File: src/rtl/rtc_pkg.sv
// Shared constants and types for the BCD calendar nibble registers.
// Assumes a 4-bit address and 4-bit data bus, one BCD digit per address.
package rtc_pkg;
    localparam int DATA_W      = 4;
    localparam int ADDR_W      = 4;
    localparam int TIME_DIGITS = 5;   // tenths, sec units, sec tens, min units, min tens
    localparam int HELD_DIGITS = 3;   // digits zeroed by the stop latch
    localparam int DIGIT_LAST [TIME_DIGITS] = '{9, 9, 5, 9, 5};
    localparam int DIGIT_W    [TIME_DIGITS] = '{4, 4, 3, 4, 3};

    typedef logic [ADDR_W-1:0] addr_t;
    typedef logic [DATA_W-1:0] nib_t;

    localparam addr_t A_CTRL   = 4'd0;
    localparam addr_t A_TENTHS = 4'd1;
    localparam addr_t A_MINU   = 4'd4;
    localparam addr_t A_MINT   = 4'd5;
    localparam addr_t A_HRU    = 4'd6;
    localparam addr_t A_HRT    = 4'd7;
    localparam addr_t A_DOW    = 4'd8;
    localparam addr_t A_DAYU   = 4'd9;
    localparam addr_t A_DAYT   = 4'd10;
    localparam addr_t A_MONU   = 4'd11;
    localparam addr_t A_MONT   = 4'd12;
    localparam addr_t A_LEAP   = 4'd13;
    localparam addr_t A_HOLD   = 4'd14;
    localparam addr_t A_IRQ    = 4'd15;

    typedef struct packed {
        logic [3:0] hr_u;
        logic [1:0] hr_t;
        logic [2:0] dow;
        logic [3:0] day_u;
        logic [1:0] day_t;
        logic [3:0] mon_u;
        logic       mon_t;
    } cal_t;
endpackage

File: src/rtl/rtc_digit.sv
// One modulo-(LAST+1) BCD digit with clear, parallel load and increment.
// Priority: clear, then load, then increment. Carry is combinational and
// suppressed while cleared. Assumes LAST fits in W bits.
module rtc_digit #(
    parameter int W    = 4,
    parameter int LAST = 9
) (
    input  logic                     clk,
    input  logic                     rst_n,
    input  logic                     clr,
    input  logic                     inc,
    input  logic                     ld,
    input  logic [W-1:0]             ld_val,
    output logic [rtc_pkg::DATA_W-1:0] val,
    output logic                     carry
);
    localparam logic [W-1:0] LAST_V = W'(LAST);

    logic [W-1:0] q;

    // Digit state: clear, load or count.
    always_ff @(posedge clk) begin
        if (!rst_n)      q <= '0;
        else if (clr)    q <= '0;
        else if (ld)     q <= ld_val;
        else if (inc)    q <= (q == LAST_V) ? '0 : q + 1'b1;
    end

    assign carry = inc && !clr && (q == LAST_V);
    assign val   = rtc_pkg::DATA_W'(q);
endmodule

File: src/rtl/rtc_calendar.sv
// Hours, day of week, day of month, month and leap position.
// Advanced by the carry out of the minutes; each field can be loaded from the
// bus, and a load wins over the advance for that field. Assumes legal BCD.
module rtc_calendar
    import rtc_pkg::*;
(
    input  logic  clk,
    input  logic  rst_n,
    input  logic  min_carry,
    input  logic  wr_en,
    input  addr_t addr,
    input  nib_t  wdata,
    output cal_t  cal,
    output logic [1:0] leap
);
    logic [7:0] dim_bcd;
    logic       hour_wrap, day_end, year_wrap;
    logic       day_carry, mon_carry, year_carry;

    // Last day of the current month in BCD.
    always_comb begin
        case ({3'b000, cal.mon_t, cal.mon_u})
            8'h02:                      dim_bcd = (leap == 2'd0) ? 8'h29 : 8'h28;
            8'h04, 8'h06, 8'h09, 8'h11: dim_bcd = 8'h30;
            default:                    dim_bcd = 8'h31;
        endcase
    end

    assign hour_wrap  = ({cal.hr_t, cal.hr_u} == 6'h23);
    assign day_end    = ({2'b00, cal.day_t, cal.day_u} == dim_bcd);
    assign year_wrap  = ({cal.mon_t, cal.mon_u} == 5'h12);
    assign day_carry  = min_carry && hour_wrap;
    assign mon_carry  = day_carry && day_end;
    assign year_carry = mon_carry && year_wrap;

    // Hour digits, 24-hour count.
    always_ff @(posedge clk) begin
        if (!rst_n) begin
            cal.hr_u <= '0;
            cal.hr_t <= '0;
        end else begin
            if (wr_en && addr == A_HRU)  cal.hr_u <= wdata;
            else if (min_carry)          cal.hr_u <= (hour_wrap || cal.hr_u == 4'd9) ? 4'd0 : cal.hr_u + 4'd1;
            if (wr_en && addr == A_HRT)  cal.hr_t <= wdata[1:0];
            else if (min_carry)          cal.hr_t <= hour_wrap ? 2'd0 :
                                                     (cal.hr_u == 4'd9) ? cal.hr_t + 2'd1 : cal.hr_t;
        end
    end

    // Day-of-month digits and day of week.
    always_ff @(posedge clk) begin
        if (!rst_n) begin
            cal.day_u <= 4'd1;
            cal.day_t <= '0;
            cal.dow   <= 3'd1;
        end else begin
            if (wr_en && addr == A_DAYU) cal.day_u <= wdata;
            else if (day_carry)          cal.day_u <= day_end ? 4'd1 :
                                                      (cal.day_u == 4'd9) ? 4'd0 : cal.day_u + 4'd1;
            if (wr_en && addr == A_DAYT) cal.day_t <= wdata[1:0];
            else if (day_carry)          cal.day_t <= day_end ? 2'd0 :
                                                      (cal.day_u == 4'd9) ? cal.day_t + 2'd1 : cal.day_t;
            if (wr_en && addr == A_DOW)  cal.dow <= wdata[2:0];
            else if (day_carry)          cal.dow <= (cal.dow == 3'd7) ? 3'd1 : cal.dow + 3'd1;
        end
    end

    // Month digits and leap position.
    always_ff @(posedge clk) begin
        if (!rst_n) begin
            cal.mon_u <= 4'd1;
            cal.mon_t <= 1'b0;
            leap      <= '0;
        end else begin
            if (wr_en && addr == A_MONU) cal.mon_u <= wdata;
            else if (mon_carry)          cal.mon_u <= year_wrap ? 4'd1 :
                                                      (cal.mon_u == 4'd9) ? 4'd0 : cal.mon_u + 4'd1;
            if (wr_en && addr == A_MONT) cal.mon_t <= wdata[0];
            else if (mon_carry)          cal.mon_t <= year_wrap ? 1'b0 :
                                                      (cal.mon_u == 4'd9) ? 1'b1 : cal.mon_t;
            if (wr_en && addr == A_LEAP) leap <= wdata[1:0];
            else if (year_carry)         leap <= leap + 2'd1;
        end
    end
endmodule

File: src/rtl/rtc_nibble_regs.sv
// Top of the BCD calendar registers: tick edge detect, sub-minute digit chain,
// calendar, stop latch, data-changed flag and registered read port.
// Assumes tick_10hz is synchronous to clk and slower than two clock cycles.
module rtc_nibble_regs
    import rtc_pkg::*;
(
    input  logic       clk,
    input  logic       rst_n,
    input  logic       tick_10hz,
    input  logic       bus_sel,
    input  logic       bus_rd,
    input  logic       bus_wr,
    input  logic [3:0] bus_addr,
    input  logic [3:0] bus_wdata,
    output logic [3:0] bus_rdata
);
    logic tick_q, step, changed_q, hold_q;
    logic rd_en, wr_en;
    nib_t rd_mux, rdata_q;
    logic [TIME_DIGITS-1:0] carry;
    nib_t dig_val [TIME_DIGITS];
    cal_t cal;
    logic [1:0] leap;

    assign rd_en = bus_sel && bus_rd;
    assign wr_en = bus_sel && bus_wr;
    assign step  = tick_10hz && !tick_q;

    // Sub-minute and minute digits, chained by carry.
    for (genvar i = 0; i < TIME_DIGITS; i++) begin : g_dig
        localparam int W = DIGIT_W[i];
        logic inc_i, clr_i, ld_i;
        if (i == 0) begin : g_first
            assign inc_i = step;
        end else begin : g_next
            assign inc_i = carry[i-1];
        end
        if (i < HELD_DIGITS) begin : g_held
            assign clr_i = hold_q;
            assign ld_i  = 1'b0;
        end else begin : g_load
            assign clr_i = 1'b0;
            assign ld_i  = wr_en && (bus_addr == addr_t'(int'(A_TENTHS) + i));
        end
        rtc_digit #(.W(W), .LAST(DIGIT_LAST[i])) u_dig (
            .clk    (clk),
            .rst_n  (rst_n),
            .clr    (clr_i),
            .inc    (inc_i),
            .ld     (ld_i),
            .ld_val (bus_wdata[W-1:0]),
            .val    (dig_val[i]),
            .carry  (carry[i])
        );
    end

    rtc_calendar u_cal (
        .clk       (clk),
        .rst_n     (rst_n),
        .min_carry (carry[TIME_DIGITS-1]),
        .wr_en     (wr_en),
        .addr      (bus_addr),
        .wdata     (bus_wdata),
        .cal       (cal),
        .leap      (leap)
    );

    // Read multiplexer over the addressable digits.
    always_comb begin
        case (bus_addr)
            A_MINU:  rd_mux = dig_val[3];
            A_MINT:  rd_mux = dig_val[4];
            A_HRU:   rd_mux = cal.hr_u;
            A_HRT:   rd_mux = nib_t'(cal.hr_t);
            A_DOW:   rd_mux = nib_t'(cal.dow);
            A_DAYU:  rd_mux = cal.day_u;
            A_DAYT:  rd_mux = nib_t'(cal.day_t);
            A_MONU:  rd_mux = cal.mon_u;
            A_MONT:  rd_mux = nib_t'(cal.mon_t);
            4'd1:    rd_mux = dig_val[0];
            4'd2:    rd_mux = dig_val[1];
            4'd3:    rd_mux = dig_val[2];
            default: rd_mux = '0;
        endcase
    end

    // Tick sampler, stop latch, changed flag and read register.
    always_ff @(posedge clk) begin
        if (!rst_n) begin
            tick_q    <= 1'b0;
            hold_q    <= 1'b0;
            changed_q <= 1'b0;
            rdata_q   <= '0;
        end else begin
            tick_q <= tick_10hz;
            if (wr_en && bus_addr == A_HOLD) hold_q <= bus_wdata[0];
            if (step)       changed_q <= 1'b1;
            else if (rd_en) changed_q <= 1'b0;
            if (rd_en) rdata_q <= (changed_q || step) ? '1 : rd_mux;
            else       rdata_q <= '0;
        end
    end

    assign bus_rdata = rdata_q;
endmodule

File: config.mk
export PLATFORM = sky130hd
export DESIGN_NAME = rtc_nibble_regs
export DESIGN_NICKNAME = d
export VERILOG_FILES = /design/src/rtl/rtc_pkg.sv /design/src/rtl/rtc_digit.sv /design/src/rtl/rtc_calendar.sv /design/src/rtl/rtc_nibble_regs.sv
export SDC_FILE = /design/constraint.sdc
export NUM_CORES = 1
export LEC_CHECK = 0
export BUFFER_PORTS_ARGS = -buffer_cell sky130_fd_sc_hd__buf_4
export CAP_MARGIN = 20
export CORE_MARGIN = 2
export CORE_UTILIZATION = 50
export CTS_BUF_LIST = sky130_fd_sc_hd__clkbuf_16
export DETAILED_ROUTE_END_ITERATION = 8
export PLACE_DENSITY = 0.74
export SLEW_MARGIN = 20
export SYNTH_ARGS = -nofsm -noshare
export SYNTH_HDL_FRONTEND = slang
export SYNTH_SLANG_ARGS = --single-unit
File: constraint.sdc
create_clock -name clk -period 6.4 [get_ports clk]
set_input_delay 0.96 -clock clk [delete_from_list [all_inputs] [get_ports clk]]
set_output_delay 0.96 -clock clk [all_outputs]
set_load 0.01 [all_outputs]
# After elaboration in Yosys (flattened, before gate mapping)

Index checks and enable logic that the tools add are counted.

Bits in registers: 47
Bits of input ports: 14
Logic and storage cells: 154

Add/sub/neg operators: 12
Equal/unequal tests: 31
Multiplexer cells: 43
Bitwise gates (word level): 1
Reductions and logical operators: 50

Operators by type and width:

| cell                                           | number |
|---|---|
| two-way mux 4 bit                              | 17 |
| == test 4 bit (second input constant)          | 13 |
| one-hot mux 4 bit (12 select lines)            | 1 |
| logical AND 1 bit                              | 25 |
| adder 4 x 1 -> 4 bit (second input constant)   | 6 |
| nonzero test 2 bit                             | 11 |
| two-way mux 3 bit                              | 7 |
| two-way mux 2 bit                              | 10 |
| == test 4 x 3 -> 1 bit (second input constant) | 4 |
| one-hot mux 8 bit (2 select lines)             | 1 |
| == test 5 x 3 -> 1 bit (second input constant) | 2 |
| == test 5 bit (second input constant)          | 2 |
| adder 3 x 1 -> 3 bit (second input constant)   | 3 |
| == test 3 bit (second input constant)          | 3 |
| nonzero test 3 bit                             | 3 |
| == test 4 x 2 -> 1 bit (second input constant) | 2 |
| == test 6 x 8 -> 1 bit                         | 1 |
| AND reduction 2 bit                            | 4 |
| two-way mux 1 bit                              | 7 |
| adder 2 x 1 -> 2 bit (second input constant)   | 3 |
| == test 6 bit (second input constant)          | 1 |
| == test 5 x 2 -> 1 bit (second input constant) | 1 |
| == test 5 x 4 -> 1 bit (second input constant) | 1 |
| == test 4 x 1 -> 1 bit (second input constant) | 1 |
| 6 further kinds                                | 8 |

# Depth between registers and ports, before layout

Gate-level depths: netlist (run 1).

Depth in word-level cells: 15
Depth in mapped cells: 8
Gate-level depth less buffers: 8

# Modules after synthesis

Synthesis (run 1) repeated with hierarchy kept, for this count alone.

Cell total of the unflattened synthesis: 419
Area total of the unflattened synthesis: 3,423.3 µm²

By module, submodules not included:

| module                         | times used | cells each | area an instance (µm²) | seq. area each (µm²) |
|---|---|---|---|---|
| rtc_calendar                   | 1          | 205        | 1,585.3                | 440.4 |
| rtc_digit (g_dig[0].u_dig ...) | 3          | 29         | 252.7                  | 80.1 |
| rtc_nibble_regs                | 1          | 89         | 709.4                  | 140.1 |
| rtc_digit (g_dig[2].u_dig ...) | 2          | 19         | 185.2                  | 60.1 |

# Worst setup path before layout (run 1)

No wires, ideal clock.

Kind: input to register
Start point: input port tick_10hz
End point: register u_cal.cal[3] (netlist name)
Setup time: 0.074 ns
Arrival: 2.759 ns
Path slack: 3.567 ns
Stages: 7
Path buffers: 2
Path through: nor2b_1 > clkbuf_1 > nand3_1 > or3_1 > buf_2 > or4_1 > a31oi_1

Cells in the longest elaborated chain, start to end: 12

RTL lines:

| item                           | line                  | text |
|---|---|---|
| start: declaration             | rtc_nibble_regs.sv:9  | `input logic tick_10hz,` |
| logical AND 1 bit              | rtc_nibble_regs.sv:27 | `assign step = tick_10hz && !tick_q;` |
| logical AND 1 bit (8 in a row) | rtc_digit.sv:29       | `assign carry = inc && !clr && (q == LAST_V);` |
| logical AND 1 bit              | rtc_calendar.sv:32    | `assign day_carry = min_carry && hour_wrap;` |
| logical AND 1 bit              | rtc_calendar.sv:33    | `assign mon_carry = day_carry && day_end;` |
| nonzero test 2 bit (no line)   | -                     |  |

Every way passes these cells.
A chain may end at the register's enable or synchronous reset.

# Worst setup path in the final report (run 1)

Start point: input port tick_10hz
End point: register u_cal.cal[4] (netlist name)

Cells in the longest elaborated chain, start to end: 12

RTL lines:

| item                           | line |
|---|---|
| logical AND 1 bit              | rtc_nibble_regs.sv:27 |
| logical AND 1 bit (8 in a row) | rtc_digit.sv:29 |
| logical AND 1 bit              | rtc_calendar.sv:32 |
| logical AND 1 bit              | rtc_calendar.sv:33 |
| nonzero test 2 bit (no line)   | - |

Every way passes these cells.

==> results.cfg, run 1 <==
[sta]
finalHoldViolCount = 0
whs_ns = 0.4853
min_period_over_period_pct = 48.16
tns_ns = 0
max_freq_mhz = 324.4
tightest_slew_ns = 0.8741
period_minus_slack_ns = 3.082
slew_viol_final = 0
setup_viol = 0
rsz0062_at_grt = false
relSlewSlack_pct = 41.51
finClkSkew_ns = 0.003799

[clock_tree]
cts_resized = 0
cts_hold_buf = 0
clock_latency_ns = 0.28
cts-root-buf = clkbuf_16
cts_tree = yes
clock_sinks = 47
cts_inserted_buffers = 5
htree_levels = 2
cts_setup_buffers = 0
cts.path.max_buffers = 2
cts.clk_slew.worst_paths_ns = 0.06

[global_route]
grt_max_degree = 35
grt_util_all_layers_pct = 25.69
antenna_found_initial = 0
grt_overflow = 0
first_global_vias = 2693
grt_pass1_wl_um = 13280

[yosys]
synth_area_um2 = 3025
yosysSeqAreaShare_pct = 31.10
synthCells = 400
syn_area_per_cell_um2 = 7.564
ys_ff_latch = 47
yosysTopAreaCell = dfxtp_1
syn_nets = 421
synth_enable_flop_cells = 0
synth_warnings = 0
synth_flop_cell = dfxtp_1
yosysTopAreaCellShare_pct = 31.10
ys_types = 54
async_reset_ff_share_pct = 0
synth_area_leaders = dfxtp_1, o21ai_0, nand2_1

[worst_setup_path]
cp.required_ns = 6.60
reg2reg_to = u_cal.cal[4]
rr_worst_depth = 7
endpoint_kind = flop
ff2ff_setup_slack_ns = 3.42
startpoint_type = input pin
worstSetupPathType = in -> reg
reg2reg_from = u_cal.cal[16]
crit_arrival_ns = 3.29
crit_fanout = 9

[power_and_ir_drop]
p_sw_share_pct = 24.79
pwr-share-comb_pct = 9.0
p_sw_mw = 0.1518
ir_drop_uv = 101.5
p_int_mw = 0.4606
clockPowerShare_pct = 41.1
power_density_nw_per_um2 = 185.0
p_leak_nw = 1.160
seqPwrFrac_pct = 49.9

[floorplan]
start_util_pct = 51.40
coreArea_um2 = 5886
ioPinCount = 18
rows = 28
die_h_um = 81.79
dieArea_um2 = 6689
die_x_um = 81.79

[placement]
portBuffers = 17
hpwl_um = 5767
gp_congestion = 0.9353

[worst_hold_path]
worstHoldEndpoint = changed_q
hp-start = changed_q
whs_path_depth = 2
min_path_type = reg -> reg

[finish]
syn_to_final_growth_pct = 9.429
nNetsFinal = 425
drive_gt1_share_pct = 7.901
multi_input_area_um2 = 1956
nFillCells = 566
final_util_pct = 56.25
ff_latch_area_um2 = 940.9
n_antenna_cell = 0

[drt]
viasPerCell = 6.329
drc = 0
drt-initial-drc-count = 306
totalWireLength_um = 7973
ant_nets = 0
wl_per_cell_um = 16.61
dr.pass1.iters = 5
vias = 3038

[flow_run]
cap_violations = 0

[outcome]
status = complete, no violations
-- how the worst max path moves through the flow --
stage / start / endpoint / slack, ns / depth (start not counted)
after global routing: tick_10hz / u_cal.cal[3] / 3.18 / 6
after detailed placement: tick_10hz / u_cal.cal[4] / 3.07 / 7
after global placement: tick_10hz / u_cal.cal[4] / 3.15 / 7
after floorplan: tick_10hz / u_cal.cal[3] / 3.57 / 7
after CTS: tick_10hz / u_cal.cal[4] / 3.39 / 7
final: tick_10hz / u_cal.cal[4] / 3.32 / 7
-- area by class of cell --
cell class | instances | area share, %
Clock buffer | 5 | 3.779
Clock inverter | 3 | 0.4535
Inverter | 14 | 1.587
Multi-Input combinational cell | 319 | 59.07
Sequential cell | 47 | 28.42
Tap cell | 75 | 2.834
Timing Repair Buffer | 17 | 3.855
-- logic make-up (layout without fill, tap and decap cells) --
group / after synthesis / count (layout) / synth area share [%]
simple gates: 177 / 177 / 31.02
flops: 47 / 47 / 31.10
buf+inv: 34 / 39 / 4.259
fa+ha+maj: 7 / 7 / 2.895
mux: 13 / 13 / 4.508
compound gates: 113 / 113 / 23.62
xor+xnor: 9 / 9 / 2.605
-- flip-flops by register name, summed over array words and instances, names as in the netlist --
signal	flops
g_dig.u_dig.val	12
g_dig.u_dig.q	6
changed_q	1
g_dig.clr_i	1
bus_rdata	4
u_cal.leap	2
tick_q	1
u_cal.cal	20
-- power groups by stage --
stage               registers (mW)  logic (mW)  clock network (mW)
floorplan                    0.310      0.0345                   0
global placement             0.312      0.0532                   0
detailed placement           0.312      0.0538                   0
CTS                          0.305      0.0540               0.256
global route                 0.306      0.0608               0.268
finish                       0.306      0.0551               0.252
-- cells in the final DEF (no fill, tap or decap), types with 4 or more instances in the layout --
cell type and count:
nor2b_1 12, nor3_1 14, o211a_1 4, mux2i_1 8
nand3_1 20, nor3b_1 6, nand3b_1 6, a21oi_1 25
dfxtp_1 47, and3_1 4, xnor2_1 4, inv_1 14
xor2_1 5, mux2_2 5, nor2_1 32, ha_1 7
or3_1 6, clkbuf_16 5, a31oi_1 16, a32oi_1 5
and4b_1 4, buf_4 17, nand2_1 44, nand2b_1 8
o21ai_0 35
-- cell usage after synthesis, types with 5 or more instances --
cell      count
nand3_1      20
xor2_1        5
nand2b_1      8
nor2b_1      12
dfxtp_1      47
nor3b_1       6
clkbuf_1     18
mux2_2        5
a32oi_1       5
nor3_1       14
nor2_1       32
inv_1        14
or3_1         6
o21ai_0      35
nand2_1      44
a21oi_1      25
a31oi_1      16
nand3b_1      6
ha_1          7
mux2i_1       8
-- critical path, cell delays in order --
cell and delay, ns:
buf_4 0.08, nor2b_1 0.47, nand4_1 0.23, nor3_1 0.67
nand4_1 0.34, or3_1 0.45, o211ai_1 0.08
-- per-stage QoR --
step	worst slack (ns)	cells	power [mW]	instance area, um^2
finish	3.318	480	0.6125	3311
floorplan	3.567	400	0.3442	3025
detailed placement	3.074	472	0.3658	3171
global placement	3.152	472	0.3650	3171
global route	3.176	480	0.6356	3311
CTS	3.394	480	0.6149	3311
-- layer usage --
| layer | vias up | wire length (um) | GRT usage, % | part of all wire (%) |
|---|---|---|---|---|
| met2 | 138 | 3551 | 41.06 | 45 |
| met1 | 1397 | 3603 | 35.30 | 45 |
| met5 | - | 0 | 0 | 0 |
| met3 | 20 | 624 | 5.165 | 7.8 |
| met4 | 0 | 194 | 6.833 | 2.4 |
| li1 | 1483 | - | - | - |
Power figures use the tool's default switching activity.
==> inputs of run 2 (changes only) <==
==> constraint.sdc (replaced) <==
create_clock -name clk -period 2.94 [get_ports clk]
set_input_delay 0.441 -clock clk [delete_from_list [all_inputs] [get_ports clk]]
set_output_delay 0.441 -clock clk [all_outputs]
set_load 0.01 [all_outputs]
==> results.cfg, run 2 (synthesized netlist as in run 1, its figures left out) <==
[placement]
portBuffers = 17
gp_congestion = 0.9326
pre_cts_ws_ns = 0.2800
hpwl_um = 6057

[floorplan]
rows = 28
coreArea_um2 = 5886
die_x_um = 81.79
die_h_um = 81.79
dieArea_um2 = 6689
start_util_pct = 51.40
ioPinCount = 18

[drt]
ant_nets = 0
viasPerCell = 6.225
drt-initial-drc-count = 495
drc = 0
dr.pass1.iters = 8
vias = 3044
totalWireLength_um = 8218
wl_per_cell_um = 16.81

[clock_tree]
cts.path.max_buffers = 2
clock_sinks = 47
cts_resized = 0
cts_tree = yes
clock_latency_ns = 0.29
cts_inserted_buffers = 5
cts_setup_buffers = 0
htree_levels = 2
cts_hold_buf = 0
cts.clk_slew.worst_paths_ns = 0.07
cts-root-buf = clkbuf_16

[sta]
tightest_slew_ns = 0.5789
finClkSkew_ns = 0.007479
finalHoldViolCount = 0
setup_viol = 0
layout_setup_ws_ns = 0.2309
tns_ns = 0
rsz0062_at_grt = false
max_freq_mhz = 369.1
period_minus_slack_ns = 2.709
slew_viol_final = 0
min_period_over_period_pct = 92.15
relSlewSlack_pct = 60.86

[power_and_ir_drop]
p_leak_nw = 1.213
seqPwrFrac_pct = 49.2
clockPowerShare_pct = 41.6
pwr-share-comb_pct = 9.2
power_density_nw_per_um2 = 399.4
total_power_mw = 1.351
ir_drop_uv = 287.2
p_sw_share_pct = 25.17
p_int_mw = 1.011
p_sw_mw = 0.3400

[finish]
final_util_pct = 57.46
nNetsFinal = 434
n_antenna_cell = 0
drive_gt1_share_pct = 10.39
syn_to_final_growth_pct = 11.79
mostFrequentLayoutCells = dfxtp_1, nand2_1, o21ai_0
mostFrequentLayoutCell = dfxtp_1
largest_reg_flops = 20
max_flop_register = u_cal.cal

[global_route]
grt_overflow = 0
first_global_vias = 2627
grt_util_all_layers_pct = 26.68
antenna_found_initial = 0
grt_pass1_wl_um = 13480
grt_max_degree = 35

[worst_setup_path]
startpoint_type = flop
cp.required_ns = 3.15
crit_arrival_ns = 2.92
crit_fanout = 8
endpoint_kind = flop
worstSetupPathType = reg -> reg

[flow_run]
cap_violations = 0

[worst_hold_path]
min_path_type = in -> reg

[outcome]
status = complete, no violations
==> run 2: area by class of cell <==
cell class / instances / area [um^2]
fill: 534 / 2504
multi-input combinational: 319 / 1956
sequential: 47 / 940.9
timing repair buffer: 26 / 195.2
clock buffer: 5 / 125.1
tap: 75 / 93.84
inverter: 14 / 52.55
clock inverter: 3 / 18.77
==> run 2: per-layer routing <==
layer | GRT usage, % | wire length, um | up-vias
met5 | 0 | 0 | -
met4 | 8.667 | 160 | 0
met3 | 3.956 | 708 | 17
met2 | 39.02 | 3535 | 140
met1 | 39.91 | 3813 | 1388
li1 | - | - | 1499
==> run 2: worst paths after layout <==
check	slack [ns]	start	endpoint	cells past startpoint
setup / recovery	0.23	g_dig[1].u_dig.val[3]	u_cal.cal[3]	5
hold / removal	0.37	tick_10hz	tick_q	2
setup reg to reg	0.23	g_dig[1].u_dig.val[3]	u_cal.cal[3]	5
hold reg to reg	0.49	changed_q	changed_q	2
==> run 2: through the flow <==
step | hold WS [ns] | instance area, um^2 | instances
5_1_grt | 0.3784 | 3382 | 489
6_report | 0.3664 | 3382 | 489
3_3_place_gp | 0.4715 | 3238 | 481
4_1_cts | 0.3664 | 3382 | 489
2_1_floorplan | 0.4441 | 3025 | 400
3_5_place_dp | 0.4837 | 3238 | 481
==> run 2: worst max-delay path: stages, from the launching register on <==
cell and delay (ns):
dfxtp_1 0.39, or3b_1 0.40, or4_4 0.60, or3_1 0.53
or4_1 0.54, a31oi_1 0.17
==> run 2: power by group through the flow <==
stage | clock network, mW | logic [mW] | registers [mW]
CTS | 0.569 | 0.122 | 0.664
finish | 0.562 | 0.125 | 0.665
detailed placement | 0 | 0.122 | 0.679
global placement | 0 | 0.120 | 0.678
floorplan | 0 | 0.0751 | 0.674
global route | 0.603 | 0.136 | 0.666
==> inputs of run 3 (changes only) <==
==> constraint.sdc (replaced) <==
create_clock -name clk -period 3.2 [get_ports clk]
set_input_delay 0.48 -clock clk [delete_from_list [all_inputs] [get_ports clk]]
set_output_delay 0.48 -clock clk [all_outputs]
set_load 0.01 [all_outputs]
==> results.cfg, run 3 (synthesized netlist as in run 1, its figures left out) <==
[outcome]
status = complete, no violations

[finish]
syn_to_final_growth_pct = 11.04
nNetsFinal = 431
largest_reg_flops = 20
max_flop_register = u_cal.cal
n_antenna_cell = 0
ff_latch_area_um2 = 940.9
mostFrequentLayoutCells = dfxtp_1, nand2_1, o21ai_0
drive_gt1_share_pct = 9.732
multi_input_area_um2 = 1956
nFillCells = 570
mostFrequentLayoutCell = dfxtp_1
final_area_um2 = 3359

[global_route]
grt_max_degree = 35
antenna_found_initial = 0
grt_pass1_wl_um = 13120
first_global_vias = 2580
grt_overflow = 0
grt_util_all_layers_pct = 25.85

[floorplan]
die_h_um = 81.79
dieArea_um2 = 6689
start_util_pct = 51.40
coreArea_um2 = 5886
die_x_um = 81.79
rows = 28
ioPinCount = 18

[drt]
vias = 3045
totalWireLength_um = 8136
wl_per_cell_um = 16.74
drt-initial-drc-count = 496
viasPerCell = 6.265
ant_nets = 0
drc = 0
dr.pass1.iters = 5

[placement]
place_area_um2 = 3216
gp_congestion = 0.9645
hpwl_um = 5925
portBuffers = 17

[worst_setup_path]
crit_path_max_incr_delay_ns = 0.59
reg2reg_to = u_cal.cal[3]
path_buf_inv = 0
startpoint_type = flop
ff2ff_setup_slack_ns = 0.43
critical_path.top_delay_family = simple AND/OR/NAND/NOR gates
crit_fanout = 8
worstSetupPathType = reg -> reg
rr_worst_depth = 5
cp.required_ns = 3.41
path_cells = or3b_1 > or4_4 > or3_1 > or4_1 > a31oi_1
crit_arrival_ns = 2.97
reg2reg_from = g_dig[1].u_dig.val[3]
cp_slowest_cell = or4_4
endpoint_kind = flop

[power_and_ir_drop]
ir_drop_uv = 244.1
clockPowerShare_pct = 41.9
seqPwrFrac_pct = 49.1
pwr-share-comb_pct = 9.0
p_int_mw = 0.9275
p_leak_nw = 1.199
p_sw_mw = 0.3163
power_density_nw_per_um2 = 370.2
total_power_mw = 1.244
p_sw_share_pct = 25.43

[clock_tree]
cts.path.max_buffers = 2
htree_levels = 2
clock_sinks = 47
cts_resized = 0
cts_tree = yes
cts_hold_buf = 0
cts_inserted_buffers = 5
clock_latency_ns = 0.28
cts_setup_buffers = 0
cts-root-buf = clkbuf_16
cts.clk_slew.worst_paths_ns = 0.07

[sta]
tightest_slew_ns = 0.5894
slew_viol_final = 0
finClkSkew_ns = 0.003601
rsz0062_at_grt = false
tns_ns = 0
min_period_over_period_pct = 86.43
max_freq_mhz = 361.6
setup_viol = 0
period_minus_slack_ns = 2.766
relSlewSlack_pct = 60.19
finalHoldViolCount = 0

[flow_run]
cap_violations = 0

[worst_hold_path]
hp-start = tick_10hz
min_path_type = in -> reg
whs_path_depth = 2
worstHoldEndpoint = tick_q
## run 3: changes by cell type in the layout (fill, tap and decap cells not counted), sizes merged
cell,change
buf,-3
## run 3: how the worst max path moves through the flow
stage                          startpoint  cells past startpoint            to
floorplan           g_dig[1].u_dig.val[1]                      6  u_cal.cal[3]
global placement    g_dig[1].u_dig.val[1]                      5  u_cal.cal[3]
detailed placement  g_dig[1].u_dig.val[1]                      5  u_cal.cal[3]
CTS                 g_dig[1].u_dig.val[1]                      5  u_cal.cal[3]
global route        g_dig[1].u_dig.val[1]                      5  u_cal.cal[3]
finish              g_dig[1].u_dig.val[3]                      5  u_cal.cal[3]
## run 3: per-layer routing
metal	GRT usage, %	share of wire, %	vias to the layer above
met2	39.59	44	148
met3	4.066	9.4	15
met5	0	0	-
met4	5.000	1.3	0
met1	38.42	45	1384
li1	-	-	1498
## run 3: cell type report
class                           count  share of cell area, %
Multi-Input combinational cell    319                  58.21
Sequential cell                    47                  28.01
Timing Repair Buffer               23                  5.140
Clock buffer                        5                  3.724
Tap cell                           75                  2.793
Inverter                           14                  1.564
Clock inverter                      3                 0.5587
## run 3: metrics by stage
step | cells | setup WS [ns] | hold slack [ns] | util [%]
floorplan | 400 | 0.6907 | 0.4441 | -
global placement | 478 | 0.5883 | 0.4752 | 54.63
detailed placement | 478 | 0.5480 | 0.4904 | 54.63
CTS | 486 | 0.4706 | 0.4008 | 57.08
global route | 486 | 0.3670 | 0.4116 | 57.08
finish | 486 | 0.4343 | 0.3989 | 57.08
## run 3: worst register-to-register path, stage by stage, from the launching register on
cell and delay (ns):
dfxtp_1 0.40, or3b_1 0.39, or4_4 0.59, or3_1 0.54
or4_1 0.57, a31oi_1 0.20
## run 3: power by group through the flow
stage	logic, mW	registers (mW)	clock network [mW]
final	0.112	0.611	0.521
after CTS	0.110	0.611	0.530
after detailed placement	0.110	0.624	0
after global placement	0.108	0.624	0
after global routing	0.123	0.613	0.557
after floorplan	0.0690	0.619	0
